File: src/rtl/ddr2_seq_pkg.sv
// Shared encodings for the DDR2 command sequencer.
// Assumes the strobe triple is ordered {ras_n, cas_n, we_n}.
package ddr2_seq_pkg;

    // Active-low strobe patterns for each memory command.
    typedef enum logic [2:0] {
        CMD_NOP = 3'b111,
        CMD_ACT = 3'b011,
        CMD_RD  = 3'b101,
        CMD_WR  = 3'b100,
        CMD_PRE = 3'b010,
        CMD_REF = 3'b001
    } mem_cmd_e;

    // Sequencer control states.
    typedef enum logic [2:0] {
        S_IDLE,
        S_WORK,
        S_REF_PRE,
        S_REF_CMD,
        S_REF_WAIT
    } seq_state_e;

endpackage

File: src/rtl/ddr2_wait_timer.sv
// Down-counter that enforces a minimum spacing between commands.
// Loading N-1 in the cycle a command is registered lets the dependent
// command appear N cycles later. Assumes load values fit in CNT_W bits.
module ddr2_wait_timer #(
    parameter int CNT_W = 8
) (
    input  logic             clk,
    input  logic             rst_n,
    input  logic             load,
    input  logic [CNT_W-1:0] load_val,
    output logic             done
);
    logic [CNT_W-1:0] cnt_q;

    // Count down to zero; a new load overrides the count.
    always_ff @(posedge clk) begin
        if (!rst_n)            cnt_q <= '0;
        else if (load)         cnt_q <= load_val;
        else if (cnt_q != '0)  cnt_q <= cnt_q - 1'b1;
    end

    assign done = (cnt_q == '0);

    // A non-zero load must hold off the next dependent command.
    p_load_blocks_r4: assert property (@(posedge clk) disable iff (!rst_n)
        (load && load_val != '0) |=> !done);

endmodule

File: src/rtl/ddr2_row_table.sv
// Per-bank open-row table. One entry per bank holds an open flag and the
// row number. Answers whether the queried bank is open and whether its row
// matches. Assumes at most one of open/close/close_all per cycle.
module ddr2_row_table #(
    parameter int BANK_W = 2,
    parameter int ROW_W  = 13
) (
    input  logic              clk,
    input  logic              rst_n,
    input  logic [BANK_W-1:0] q_bank,
    input  logic [ROW_W-1:0]  q_row,
    output logic              q_open,
    output logic              q_hit,
    output logic              any_open,
    input  logic              open_en,
    input  logic              close_en,
    input  logic              close_all,
    input  logic [BANK_W-1:0] upd_bank,
    input  logic [ROW_W-1:0]  upd_row
);
    localparam int NBANKS = 1 << BANK_W;

    logic [NBANKS-1:0]            open_vec;
    logic [NBANKS-1:0][ROW_W-1:0] row_vec;

    for (genvar b = 0; b < NBANKS; b++) begin : g_bank
        logic             open_r;
        logic [ROW_W-1:0] row_r;

        // Track the open state and row of this bank.
        always_ff @(posedge clk) begin
            if (!rst_n) begin
                open_r <= 1'b0;
                row_r  <= '0;
            end else if (close_all) begin
                open_r <= 1'b0;
            end else if (open_en && upd_bank == BANK_W'(b)) begin
                open_r <= 1'b1;
                row_r  <= upd_row;
            end else if (close_en && upd_bank == BANK_W'(b)) begin
                open_r <= 1'b0;
            end
        end

        assign open_vec[b] = open_r;
        assign row_vec[b]  = row_r;
    end

    assign q_open   = open_vec[q_bank];
    assign q_hit    = (row_vec[q_bank] == q_row);
    assign any_open = |open_vec;

    // An activate only ever targets a closed bank.
    p_act_on_closed_r4: assert property (@(posedge clk) disable iff (!rst_n)
        open_en |-> !open_vec[upd_bank]);

    // A bank is only closed while it is open.
    p_close_on_open_r6: assert property (@(posedge clk) disable iff (!rst_n)
        close_en |-> open_vec[upd_bank]);

    // After a precharge-all no bank is left open.
    p_all_closed_r9: assert property (@(posedge clk) disable iff (!rst_n)
        close_all |=> !any_open);

endmodule

File: src/rtl/ddr2_pin_drive.sv
// Output register stage for the memory command pins. The memory samples
// these on the rising edge, so every pin leaves a flop. Chip select stays
// high while reset is held and low afterwards.
module ddr2_pin_drive
    import ddr2_seq_pkg::*;
#(
    parameter int BANK_W = 2,
    parameter int ADDR_W = 13
) (
    input  logic              clk,
    input  logic              rst_n,
    input  mem_cmd_e          cmd,
    input  logic [BANK_W-1:0] ba,
    input  logic [ADDR_W-1:0] addr,
    output logic              cs_n,
    output logic              ras_n,
    output logic              cas_n,
    output logic              we_n,
    output logic [BANK_W-1:0] ba_o,
    output logic [ADDR_W-1:0] addr_o
);
    // Register the command, bank and address onto the pins.
    always_ff @(posedge clk) begin
        if (!rst_n) begin
            cs_n   <= 1'b1;
            ras_n  <= 1'b1;
            cas_n  <= 1'b1;
            we_n   <= 1'b1;
            ba_o   <= '0;
            addr_o <= '0;
        end else begin
            cs_n                 <= 1'b0;
            {ras_n, cas_n, we_n} <= cmd;
            ba_o                 <= ba;
            addr_o               <= addr;
        end
    end

    // Only the defined command patterns reach the pins.
    p_legal_cmd_r2: assert property (@(posedge clk) disable iff (!rst_n)
        !cs_n |-> ({ras_n, cas_n, we_n} inside {3'b111, 3'b011, 3'b101,
                                                3'b100, 3'b010, 3'b001}));

    // A NOP leaves bank and address at zero.
    p_nop_quiet_r1: assert property (@(posedge clk) disable iff (!rst_n)
        (!cs_n && ras_n && cas_n && we_n) |-> (ba_o == '0 && addr_o == '0));

endmodule

File: src/rtl/ddr2_cmd_seq.sv
// DDR2 command sequencer with per-bank open-row tracking.
// Takes one burst request at a time over a ready/valid port and emits
// activate / precharge / read / write commands as the row table requires.
// Refresh closes all rows with one precharge-all, then auto-refreshes.
// Assumes ref_req is a one-cycle pulse and all T_* parameters are >= 1.
module ddr2_cmd_seq
    import ddr2_seq_pkg::*;
#(
    parameter int BANK_W    = 2,
    parameter int ADDR_W    = 13,
    parameter int COL_W     = 10,
    parameter int BURST_LEN = 8,
    parameter int T_RCD     = 3,
    parameter int T_RP      = 3,
    parameter int T_RFC     = 8,
    parameter int CNT_W     = 8
) (
    input  logic              clk,
    input  logic              rst_n,
    input  logic              req_valid,
    output logic              req_ready,
    input  logic              req_write,
    input  logic [BANK_W-1:0] req_bank,
    input  logic [ADDR_W-1:0] req_row,
    input  logic [COL_W-1:0]  req_col,
    input  logic              req_autopre,
    output logic              req_ack,
    input  logic              ref_req,
    output logic              ref_done,
    output logic              mem_cs_n,
    output logic              mem_ras_n,
    output logic              mem_cas_n,
    output logic              mem_we_n,
    output logic [BANK_W-1:0] mem_ba,
    output logic [ADDR_W-1:0] mem_addr
);
    localparam int ROW_W   = ADDR_W;
    localparam int AP_BIT  = 10;
    localparam int COL_GAP = BURST_LEN / 2;
    localparam int AP_WAIT = COL_GAP + T_RP;

    localparam logic [CNT_W-1:0] LD_RCD = CNT_W'(T_RCD - 1);
    localparam logic [CNT_W-1:0] LD_RP  = CNT_W'(T_RP - 1);
    localparam logic [CNT_W-1:0] LD_RFC = CNT_W'(T_RFC - 1);
    localparam logic [CNT_W-1:0] LD_AP  = CNT_W'(AP_WAIT - 1);
    localparam logic [CNT_W-1:0] LD_GAP = CNT_W'(COL_GAP - 1);

    seq_state_e        state_q, state_n;
    logic              ref_pend_q;
    logic              cur_write_q, cur_ap_q;
    logic [BANK_W-1:0] cur_bank_q;
    logic [ROW_W-1:0]  cur_row_q;
    logic [COL_W-1:0]  cur_col_q;
    logic              accept;

    mem_cmd_e          cmd;
    logic [BANK_W-1:0] cmd_ba;
    logic [ADDR_W-1:0] cmd_addr;
    logic              tmr_load, gap_load;
    logic [CNT_W-1:0]  tmr_val;
    logic              tmr_done, gap_done;
    logic              open_en, close_en, close_all;
    logic              q_open, q_hit, any_open;
    logic              ack_n, done_n;

    assign req_ready = (state_q == S_IDLE) && !ref_pend_q;
    assign accept    = req_valid && req_ready;

    ddr2_row_table #(.BANK_W(BANK_W), .ROW_W(ROW_W)) u_rows (
        .clk(clk), .rst_n(rst_n),
        .q_bank(cur_bank_q), .q_row(cur_row_q),
        .q_open(q_open), .q_hit(q_hit), .any_open(any_open),
        .open_en(open_en), .close_en(close_en), .close_all(close_all),
        .upd_bank(cur_bank_q), .upd_row(cur_row_q)
    );

    // Shared timer for activate/precharge/refresh spacing.
    ddr2_wait_timer #(.CNT_W(CNT_W)) u_cmd_tmr (
        .clk(clk), .rst_n(rst_n),
        .load(tmr_load), .load_val(tmr_val), .done(tmr_done)
    );

    // Column-to-column spacing timer (one burst on the data bus).
    ddr2_wait_timer #(.CNT_W(CNT_W)) u_gap_tmr (
        .clk(clk), .rst_n(rst_n),
        .load(gap_load), .load_val(LD_GAP), .done(gap_done)
    );

    ddr2_pin_drive #(.BANK_W(BANK_W), .ADDR_W(ADDR_W)) u_pins (
        .clk(clk), .rst_n(rst_n),
        .cmd(cmd), .ba(cmd_ba), .addr(cmd_addr),
        .cs_n(mem_cs_n), .ras_n(mem_ras_n), .cas_n(mem_cas_n), .we_n(mem_we_n),
        .ba_o(mem_ba), .addr_o(mem_addr)
    );

    // Choose the next command from the state, the row table and the timers.
    always_comb begin
        state_n   = state_q;
        cmd       = CMD_NOP;
        cmd_ba    = '0;
        cmd_addr  = '0;
        tmr_load  = 1'b0;
        tmr_val   = '0;
        gap_load  = 1'b0;
        open_en   = 1'b0;
        close_en  = 1'b0;
        close_all = 1'b0;
        ack_n     = 1'b0;
        done_n    = 1'b0;
        unique case (state_q)
            S_IDLE: begin
                if (accept)          state_n = S_WORK;
                else if (ref_pend_q) state_n = S_REF_PRE;
            end
            S_WORK: begin
                if (tmr_done) begin
                    if (q_open && q_hit) begin
                        if (gap_done) begin
                            cmd                    = cur_write_q ? CMD_WR : CMD_RD;
                            cmd_ba                 = cur_bank_q;
                            cmd_addr[COL_W-1:0]    = cur_col_q;
                            cmd_addr[AP_BIT]       = cur_ap_q;
                            gap_load               = 1'b1;
                            ack_n                  = 1'b1;
                            state_n                = S_IDLE;
                            if (cur_ap_q) begin
                                close_en = 1'b1;
                                tmr_load = 1'b1;
                                tmr_val  = LD_AP;
                            end
                        end
                    end else if (q_open) begin
                        if (gap_done) begin
                            cmd      = CMD_PRE;
                            cmd_ba   = cur_bank_q;
                            close_en = 1'b1;
                            tmr_load = 1'b1;
                            tmr_val  = LD_RP;
                        end
                    end else begin
                        cmd      = CMD_ACT;
                        cmd_ba   = cur_bank_q;
                        cmd_addr = cur_row_q;
                        open_en  = 1'b1;
                        tmr_load = 1'b1;
                        tmr_val  = LD_RCD;
                    end
                end
            end
            S_REF_PRE: begin
                if (tmr_done && gap_done) begin
                    if (any_open) begin
                        cmd              = CMD_PRE;
                        cmd_addr[AP_BIT] = 1'b1;
                        close_all        = 1'b1;
                        tmr_load         = 1'b1;
                        tmr_val          = LD_RP;
                    end
                    state_n = S_REF_CMD;
                end
            end
            S_REF_CMD: begin
                if (tmr_done) begin
                    cmd      = CMD_REF;
                    tmr_load = 1'b1;
                    tmr_val  = LD_RFC;
                    state_n  = S_REF_WAIT;
                end
            end
            S_REF_WAIT: begin
                if (tmr_done) begin
                    done_n  = 1'b1;
                    state_n = S_IDLE;
                end
            end
            default: state_n = S_IDLE;
        endcase
    end

    // State, pending refresh flag and registered status pulses.
    always_ff @(posedge clk) begin
        if (!rst_n) begin
            state_q    <= S_IDLE;
            ref_pend_q <= 1'b0;
            req_ack    <= 1'b0;
            ref_done   <= 1'b0;
        end else begin
            state_q    <= state_n;
            ref_pend_q <= ref_req | (ref_pend_q & ~done_n);
            req_ack    <= ack_n;
            ref_done   <= done_n;
        end
    end

    // Capture the request fields on acceptance.
    always_ff @(posedge clk) begin
        if (!rst_n) begin
            cur_write_q <= 1'b0;
            cur_ap_q    <= 1'b0;
            cur_bank_q  <= '0;
            cur_row_q   <= '0;
            cur_col_q   <= '0;
        end else if (accept) begin
            cur_write_q <= req_write;
            cur_ap_q    <= req_autopre;
            cur_bank_q  <= req_bank;
            cur_row_q   <= req_row;
            cur_col_q   <= req_col;
        end
    end

    // The acknowledge coincides with a column command on the pins.
    p_ack_is_column_r12: assert property (@(posedge clk) disable iff (!rst_n)
        req_ack |-> (!mem_cas_n && mem_ras_n));

    // A refresh request closes the request port next cycle.
    p_ref_blocks_ready_r11: assert property (@(posedge clk) disable iff (!rst_n)
        ref_req |=> !req_ready);

    // The refresh-done flag is a single-cycle pulse.
    p_done_single_r10: assert property (@(posedge clk) disable iff (!rst_n)
        ref_done |=> !ref_done);

    // Auto-refresh is only issued with every bank closed.
    p_ref_all_closed_r9: assert property (@(posedge clk) disable iff (!rst_n)
        (cmd == CMD_REF) |-> !any_open);

    // A column command always finds its row open.
    p_col_needs_hit_r5: assert property (@(posedge clk) disable iff (!rst_n)
        (cmd == CMD_RD || cmd == CMD_WR) |-> (q_open && q_hit));

endmodule

File: config.mk
export PLATFORM = sky130hd
export DESIGN_NAME = ddr2_cmd_seq
export DESIGN_NICKNAME = d
export VERILOG_FILES = /design/src/rtl/ddr2_seq_pkg.sv /design/src/rtl/ddr2_wait_timer.sv /design/src/rtl/ddr2_row_table.sv /design/src/rtl/ddr2_pin_drive.sv /design/src/rtl/ddr2_cmd_seq.sv
export SDC_FILE = /design/constraint.sdc
export NUM_CORES = 1
export LEC_CHECK = 0
export CORE_UTILIZATION = 45
export DETAILED_ROUTE_END_ITERATION = 16
export GPL_TIMING_DRIVEN = 0
export HOLD_SLACK_MARGIN = 0.05
export REMOVE_ABC_BUFFERS = 1
export SLEW_MARGIN = 15
export SYNTH_ARGS = -nofsm -noshare
export SYNTH_HDL_FRONTEND = slang
export SYNTH_HIERARCHICAL = 1
export SYNTH_SLANG_ARGS = --single-unit
File: constraint.sdc
create_clock -name clk -period 4.6 [get_ports clk]
set_clock_uncertainty 0.1 [all_clocks]
set_input_delay 0.92 -clock clk [delete_from_list [all_inputs] [get_ports clk]]
set_output_delay 0.92 -clock clk [all_outputs]
set_load 0.01 [all_outputs]
# [Word-level counts from Yosys, hierarchy flattened]
# Index checks and enable logic that the tools add are counted.
[classes] add_sub_neg=2 order_cmp=1 eq_ne=15 muxes=77 bitwise_logic=7 n_reduce_logical=35
[op_table] op="two-way mux 3 bit" n=18
[op_table] op="two-way mux 1 bit" n=33
[op_table] op="two-way mux 11 bit" n=3
[op_table] op="two-way mux 8 bit" n=4
[op_table] op="binary-select mux 13 bit (select 2 bit)" n=1
[op_table] op="two-way mux 13 bit" n=2
[op_table] op="one-hot mux 8 bit (3 select lines)" n=1
[op_table] op="two-way mux 2 bit" n=10
[op_table] op="logical NOT 8 bit" n=2
[op_table] op="nonzero test 8 bit" n=2
[op_table] op="subtractor 8 x 1 -> 8 bit (second input constant)" n=2
[op_table] op="one-hot mux 3 bit (5 select lines)" n=1
[op_table] op="== test 13 bit" n=1
[op_table] op="logical AND 1 bit" n=12
[op_table] op="!= test 2 bit (second input constant)" n=6
[op_table] op="nonzero test 2 bit" n=6
[op_table] op="one-hot mux 3 bit (3 select lines)" n=1
[op_table] op="AND reduction 2 bit" n=4
[op_table] op="AND reduction 7 bit" n=1
[op_table] op="== test 3 x 2 -> 1 bit (second input constant)" n=2
[op_table] op="NOT 1 bit" n=5
[op_table] op="OR reduction 5 bit" n=1
[op_table] op="== test 2 bit (second input constant)" n=2
[op_table] op="OR reduction 2 bit" n=2
[op_table] op="15 further kinds" n=15
[word_totals] regBits=124 inputBits=31 output_inout_bits=22 wordCells=165

# [Longest topological paths before layout]
[logic_depth] depth_word=10 ltp_mapped=14 mapped_depth_nobuf=12

# [Cells and area by module]
# The synthesis kept the hierarchy.
[modules_own_cells] mod="ddr2_row_table" n_inst=1 cells_each=292 area_per_inst_um2=2622.5 seq_area_each_um2=1121.1
[modules_own_cells] mod="ddr2_cmd_seq" n_inst=1 cells_each=210 area_per_inst_um2=1686.6 seq_area_each_um2=660.6
[modules_own_cells] mod="ddr2_wait_timer" n_inst=2 cells_each=51 area_per_inst_um2=457.9 seq_area_each_um2=160.2
[modules_own_cells] mod="ddr2_pin_drive" n_inst=1 cells_each=39 area_per_inst_um2=505.5 seq_area_each_um2=380.4

# [Worst setup path after synthesis]
# OpenSTA, ideal clock, no wires.
[synth_timing] path_kind="reg-to-reg" from="register cur_bank_q[0]" to="register u_cmd_tmr.cnt_q[1]" setup_time_ns=0.135 arrival_ns=3.056 required_time_ns=4.365 setup_slack_ns=1.309 path_stages_with_launch=15 n_path_buf=2 period_less_slack_ns=3.291 path_cell_list="dfxtp_1 clkbuf_1 buf_6 mux4_2 xor2_1 nor4_2 nand4_1 nor3_2 nand4_1 nor2_2 a21o_1 nand3b_1 inv_1 o21ai_0 a311oi_2"
[synth_via] elab_chain_len=8 word_cells_on_any_way=16 classes_between="eq/ne (1); mux (13); reduce/logical (2)"
[synth_lines] element="from (decl)" line="ddr2_cmd_seq.sv:51" source="logic [BANK_W-1:0] cur_bank_q;"
[synth_lines] element="from (signal assigned)" line="ddr2_cmd_seq.sv:206" source="cur_bank_q <= req_bank;"
[synth_lines] element="binary-select mux 13 bit (select 2 bit) *" line="ddr2_row_table.sv:50" source="assign q_hit = (row_vec[q_bank] == q_row);"
[synth_lines] element="two-way mux 13 bit (not written as such) *" line="ddr2_row_table.sv:50"
[synth_lines] element="== test 13 bit *" line="ddr2_row_table.sv:50"
[synth_lines] element="net q_hit" line="ddr2_cmd_seq.sv:63" source="logic q_open, q_hit, any_open;"
[synth_lines] element="logical AND 1 bit *" line="ddr2_cmd_seq.sv:117" source="if (q_open && q_hit) begin"
[synth_lines] element="two-way mux 1 bit *" line="ddr2_cmd_seq.sv:117"
[synth_lines] element="two-way mux 1 bit *" line="ddr2_cmd_seq.sv:116" source="if (tmr_done) begin"
[synth_lines] element="one-hot mux 1 bit (3 select lines) *" line="ddr2_cmd_seq.sv:110" source="unique case (state_q)"
[synth_lines] element="net tmr_load" line="ddr2_cmd_seq.sv:59" source="logic tmr_load, gap_load;"
[synth_lines] element="two-way mux 8 bit / nonzero test 2 bit (equally long branches)"
[synth_lines] element="to (signal assigned)" line="ddr2_wait_timer.sv:18" source="else if (load) cnt_q <= load_val;"
[synth_lines] element="to (signal assigned)" line="ddr2_wait_timer.sv:19" source="else if (cnt_q != '0) cnt_q <= cnt_q - 1'b1;"
[synth_lines] element="to (decl)" line="ddr2_wait_timer.sv:13" source="logic [CNT_W-1:0] cnt_q;"
# Mark *: on every way through the listed nets, which the timed path passes. The rest lies on a longest branch. The select of a mux whose other input is x is not followed.
# A chain may end at the register's enable or synchronous reset.

# [Worst setup path in the final report]
[layout_timing] from="register u_cmd_tmr.cnt_q[3]" to="register u_rows.g_bank[3].row_r[11]"
[layout_via] elab_chain_len=6 word_cells_on_any_way=9 classes_between="mux (4); bitwise (1); reduce/logical (4)"
[layout_lines] element="logical NOT 8 bit *" line="ddr2_wait_timer.sv:22" source="assign done = (cnt_q == '0);"
[layout_lines] element="net tmr_done" line="ddr2_cmd_seq.sv:61" source="logic tmr_done, gap_done;"
[layout_lines] element="logical AND 1 bit" line="ddr2_cmd_seq.sv:151" source="if (tmr_done && gap_done) begin"
[layout_lines] element="two-way mux 1 bit" line="ddr2_cmd_seq.sv:151"
[layout_lines] element="two-way mux 1 bit" line="ddr2_cmd_seq.sv:110"
[layout_lines] element="NOT 1 bit (no source line)"
[layout_lines] element="AND reduction 2 bit (no source line) *"
[layout_lines] element="to (signal assigned)" line="ddr2_row_table.sv:39" source="row_r <= upd_row;"
[layout_lines] element="to (decl)" line="ddr2_row_table.sv:28" source="logic [ROW_W-1:0] row_r;"
# Mark *: on every way through the listed nets, which the timed path passes. The rest lies on a longest branch.

==> flow_summary.yaml <==
critical_path:
  path_class: "flop to flop"
  crit_slowest_cell: "and4bb_1"
  crit_family: "simple AND/OR/NAND/NOR gates"
  worstPathRequired_ps: 4790
  r2r_end: "u_rows/g_bank[3].row_r[11]"
  r2r_slack_ps: 530
  cp_max_fo: 20
  arrival_ps: 4260
  cp-start-kind: "flop"
  cp_num_buf_inv: 1
  worst_setup_path_end_kind: "flop"
  r2r_cells: 9
  regToRegStartpoint: "u_cmd_tmr/cnt_q[3]"
  cpPeakStageDelay_ps: 730
  path_cells: "nor4_4, and4bb_1, nand2_1, nor4_4, buf_6, nor2b_1, nand3_1, nand2_1, a21boi_0"
yosys:
  synthTopCellsByCount: "nand2_1, dfxtp_1, a21boi_0, and2_1, a21boi_1"
  synth_top_family_by_area: "simple AND/OR/NAND/NOR gates"
  yosysUniqueCellTypes: 54
  synth_top_area_cell: "dfxtp_1"
  synth-simple-area-share: 0.2465
  synth_xor_area_frac: 0.03515
  synth-adder-area-share: 0.004367
  synthFlopType: "dfxtp_1"
  synth-seq-cells: 124
  synth.most_common_cell: "nand2_1"
  syn-instance-count: 643
  synthesis.area_um2: 5730
  yosys-top-cells-area: "dfxtp_1, nand2_1, a21boi_0"
  yosysSeqAreaShare: 0.4332
  yosysWarnings: 6
  synth_edf_count: 0
  synth_compound_area_frac: 0.1773
  synth_top_area_share: 0.4332
  synthMuxAreaShare: 0.05895
  async_reset_ff_frac: 0
  postSynthAreaPerCell_um2: 8.912
cts:
  hold_buffers: 0
  worstSkewPairLatency_ps: 410
  cts_tree: "built"
  cts.sinks: 124
  cts_htree_levels: 4
  clockBufferDepth: 2
  numCtsBuffers: 17
  clk_pin_slew_ps: 50
  clockRootBuffer: "clkbuf_16"
placement:
  place_worst_setup_slack_ps: -315.0
  gp_congestion: 0.7904
  portBuffers: 52
  dp_hpwl_um: 7995
  placed_area_um2: 6342
grt:
  grt_pass1_wl_um: 22070
  grt_pass1_vias: 4445
  overflow: 0
  track_usage: 0.2183
  grt_start_max_net_pins: 93
  antenna_found_initial: 0
finish:
  area_growth_pct: 20.63
  nets: 725
  register_area_um2: 2485
  fill_cells: 1174
  fin_util: 0.5661
  design_area_um2: 6913
  multi_input_area_um2: 3057
  n_antenna_cell: 0
  drive_gt1_frac: 0.08381
timing:
  rsz0062_at_grt: "false"
  slew_headroom: 0.2373
  fmax_ghz: 0.2459
  setup_viol: 0
  worst_slack_ps: 533.3
  worst_pin_slew_ps: 1141
  finalHoldViolations: 0
  finalCriticalPeriod_ps: 4067
  hold-worst-slack_ps: 353.8
  tns_ps: 0
  slew_viol_final: 0
  finalCritPeriodShare: 0.8841
pwr:
  p_leak_nw: 2.409
  peakVddDrop_mv: 0.2882
  power.density_nw_per_um2: 490.2
detailed_routing:
  antenna_left: 0
  drt-initial-drc-count: 317
  drc_errors: 0
  vias_per_cell: 5.220
  dr.pass1.iters: 4
  vias: 4552
  avgRoutedWirePerCell_um: 15.06
  routed_wl_um: 13130
floorplan:
  die_x_um: 114.8
  core_area_um2: 12210
  die-area_um2: 13190
  start_util: 0.4693
  io_pins: 53
  num_rows: 40
  die_h_um: 114.8
min_path:
  whs_endpoint: "cur_col_q[7]"
  hold-path-cell-count: 2
  worstHoldStart: "cur_col_q[7]"
  hold_path_class: "flop to flop"
outcome:
  status: "completed"
flow_run:
  drv_cap: 0
## metal layers
metal,global-route usage,vias to the layer above,share of wire
met5,0,-,0
met4,0.08139,0,0.0071
met3,0.05640,7,0.046
met2,0.3558,87,0.48
met1,0.2783,2163,0.46
li1,-,2295,-
## cell type report
class,count,area share
Multi-Input combinational cell,482,0.4422
Sequential cell,124,0.3595
Timing Repair Buffer,56,0.08271
Clock buffer,25,0.07023
Tap cell,168,0.03041
Clock inverter,6,0.009050
Inverter,11,0.005973
## how the worst max path moves through the flow
| stage | from | endpoint | slack, ps | depth (start not counted) |
|---|---|---|---|---|
| floorplan | cur_bank_q[1] | u_cmd_tmr/cnt_q[1] | 630 | 12 |
| CTS | cur_bank_q[0] | u_cmd_tmr/cnt_q[2] | 10 | 12 |
| global placement | cur_bank_q[1] | u_cmd_tmr/cnt_q[4] | -620 | 12 |
| detailed placement | cur_bank_q[0] | u_cmd_tmr/cnt_q[1] | -320 | 12 |
| finish | u_cmd_tmr/cnt_q[3] | u_rows/g_bank[3].row_r[11] | 530 | 9 |
| global route | u_cmd_tmr/cnt_q[3] | u_rows/g_bank[3].row_r[11] | 100 | 9 |
## logic make-up after synthesis
| logic type | after synthesis |
|---|---|
| adders and majority gates | 2 |
| and+or+nand+nor | 290 |
| other | 2 |
| xor gates and xnor gates | 23 |
| buffers and inverters | 48 |
| AOI/OAI and AO/OA | 136 |
| DFF | 124 |
| muxes | 18 |
## worst min-delay path, delay by kind of cell (launching register included)
family	cells	cell delay, ps
and+or+nand+nor	1	50
DFF	1	310
AOI/OAI and AO/OA	1	50
## state kept, by name (all words and copies together) (netlist names), 2 cells and up
name                  cells
cur_row_q                13
cur_col_q                10
u_pins/addr_o            13
state_q                   3
cur_bank_q                2
u_gap_tmr/cnt_q           8
u_rows/g_bank.row_r      52
u_pins/ba_o               2
u_cmd_tmr/cnt_q           8
u_rows/g_bank.open_r      4
## power breakdown
| part | internal (W) | switching [W] | total [W] |
|---|---|---|---|
| Clock | 0.000780 | 0.000450 | 0.00123 |
| Combinational | 0.000358 | 0.000453 | 0.000811 |
| Sequential | 0.00118 | 0.000169 | 0.00135 |
| Total | 0.00232 | 0.00107 | 0.00339 |
## cells in the final DEF (no fill, tap or decap), drive strengths merged, types with 9 or more instances in the layout
master / count
a21boi: 79
a22o: 9
and2: 24
clkbuf: 25
clkdlybuf4s50: 51
conb: 13
dfxtp: 124
inv: 11
mux4: 12
nand2: 182
nand3: 14
nor2: 16
o21ai: 9
o31ai: 9
xnor2: 15
## timing repair
action,CTS,global route
gates cloned,0,0
buffers inserted,0,2
pin swaps,0,1
setup endpoints to repair,8,8
resized for setup,1,1
## through the flow
| step | power [W] | instances |
|---|---|---|
| 3_3_place_gp | 0.002150 | 837 |
| 5_1_grt | 0.003586 | 872 |
| 6_report | 0.003389 | 872 |
| 4_1_cts | 0.003431 | 870 |
| 2_1_floorplan | 0.001922 | 617 |
| 3_5_place_dp | 0.002177 | 839 |
No activity file was read; power rests on OpenSTA's default activity.
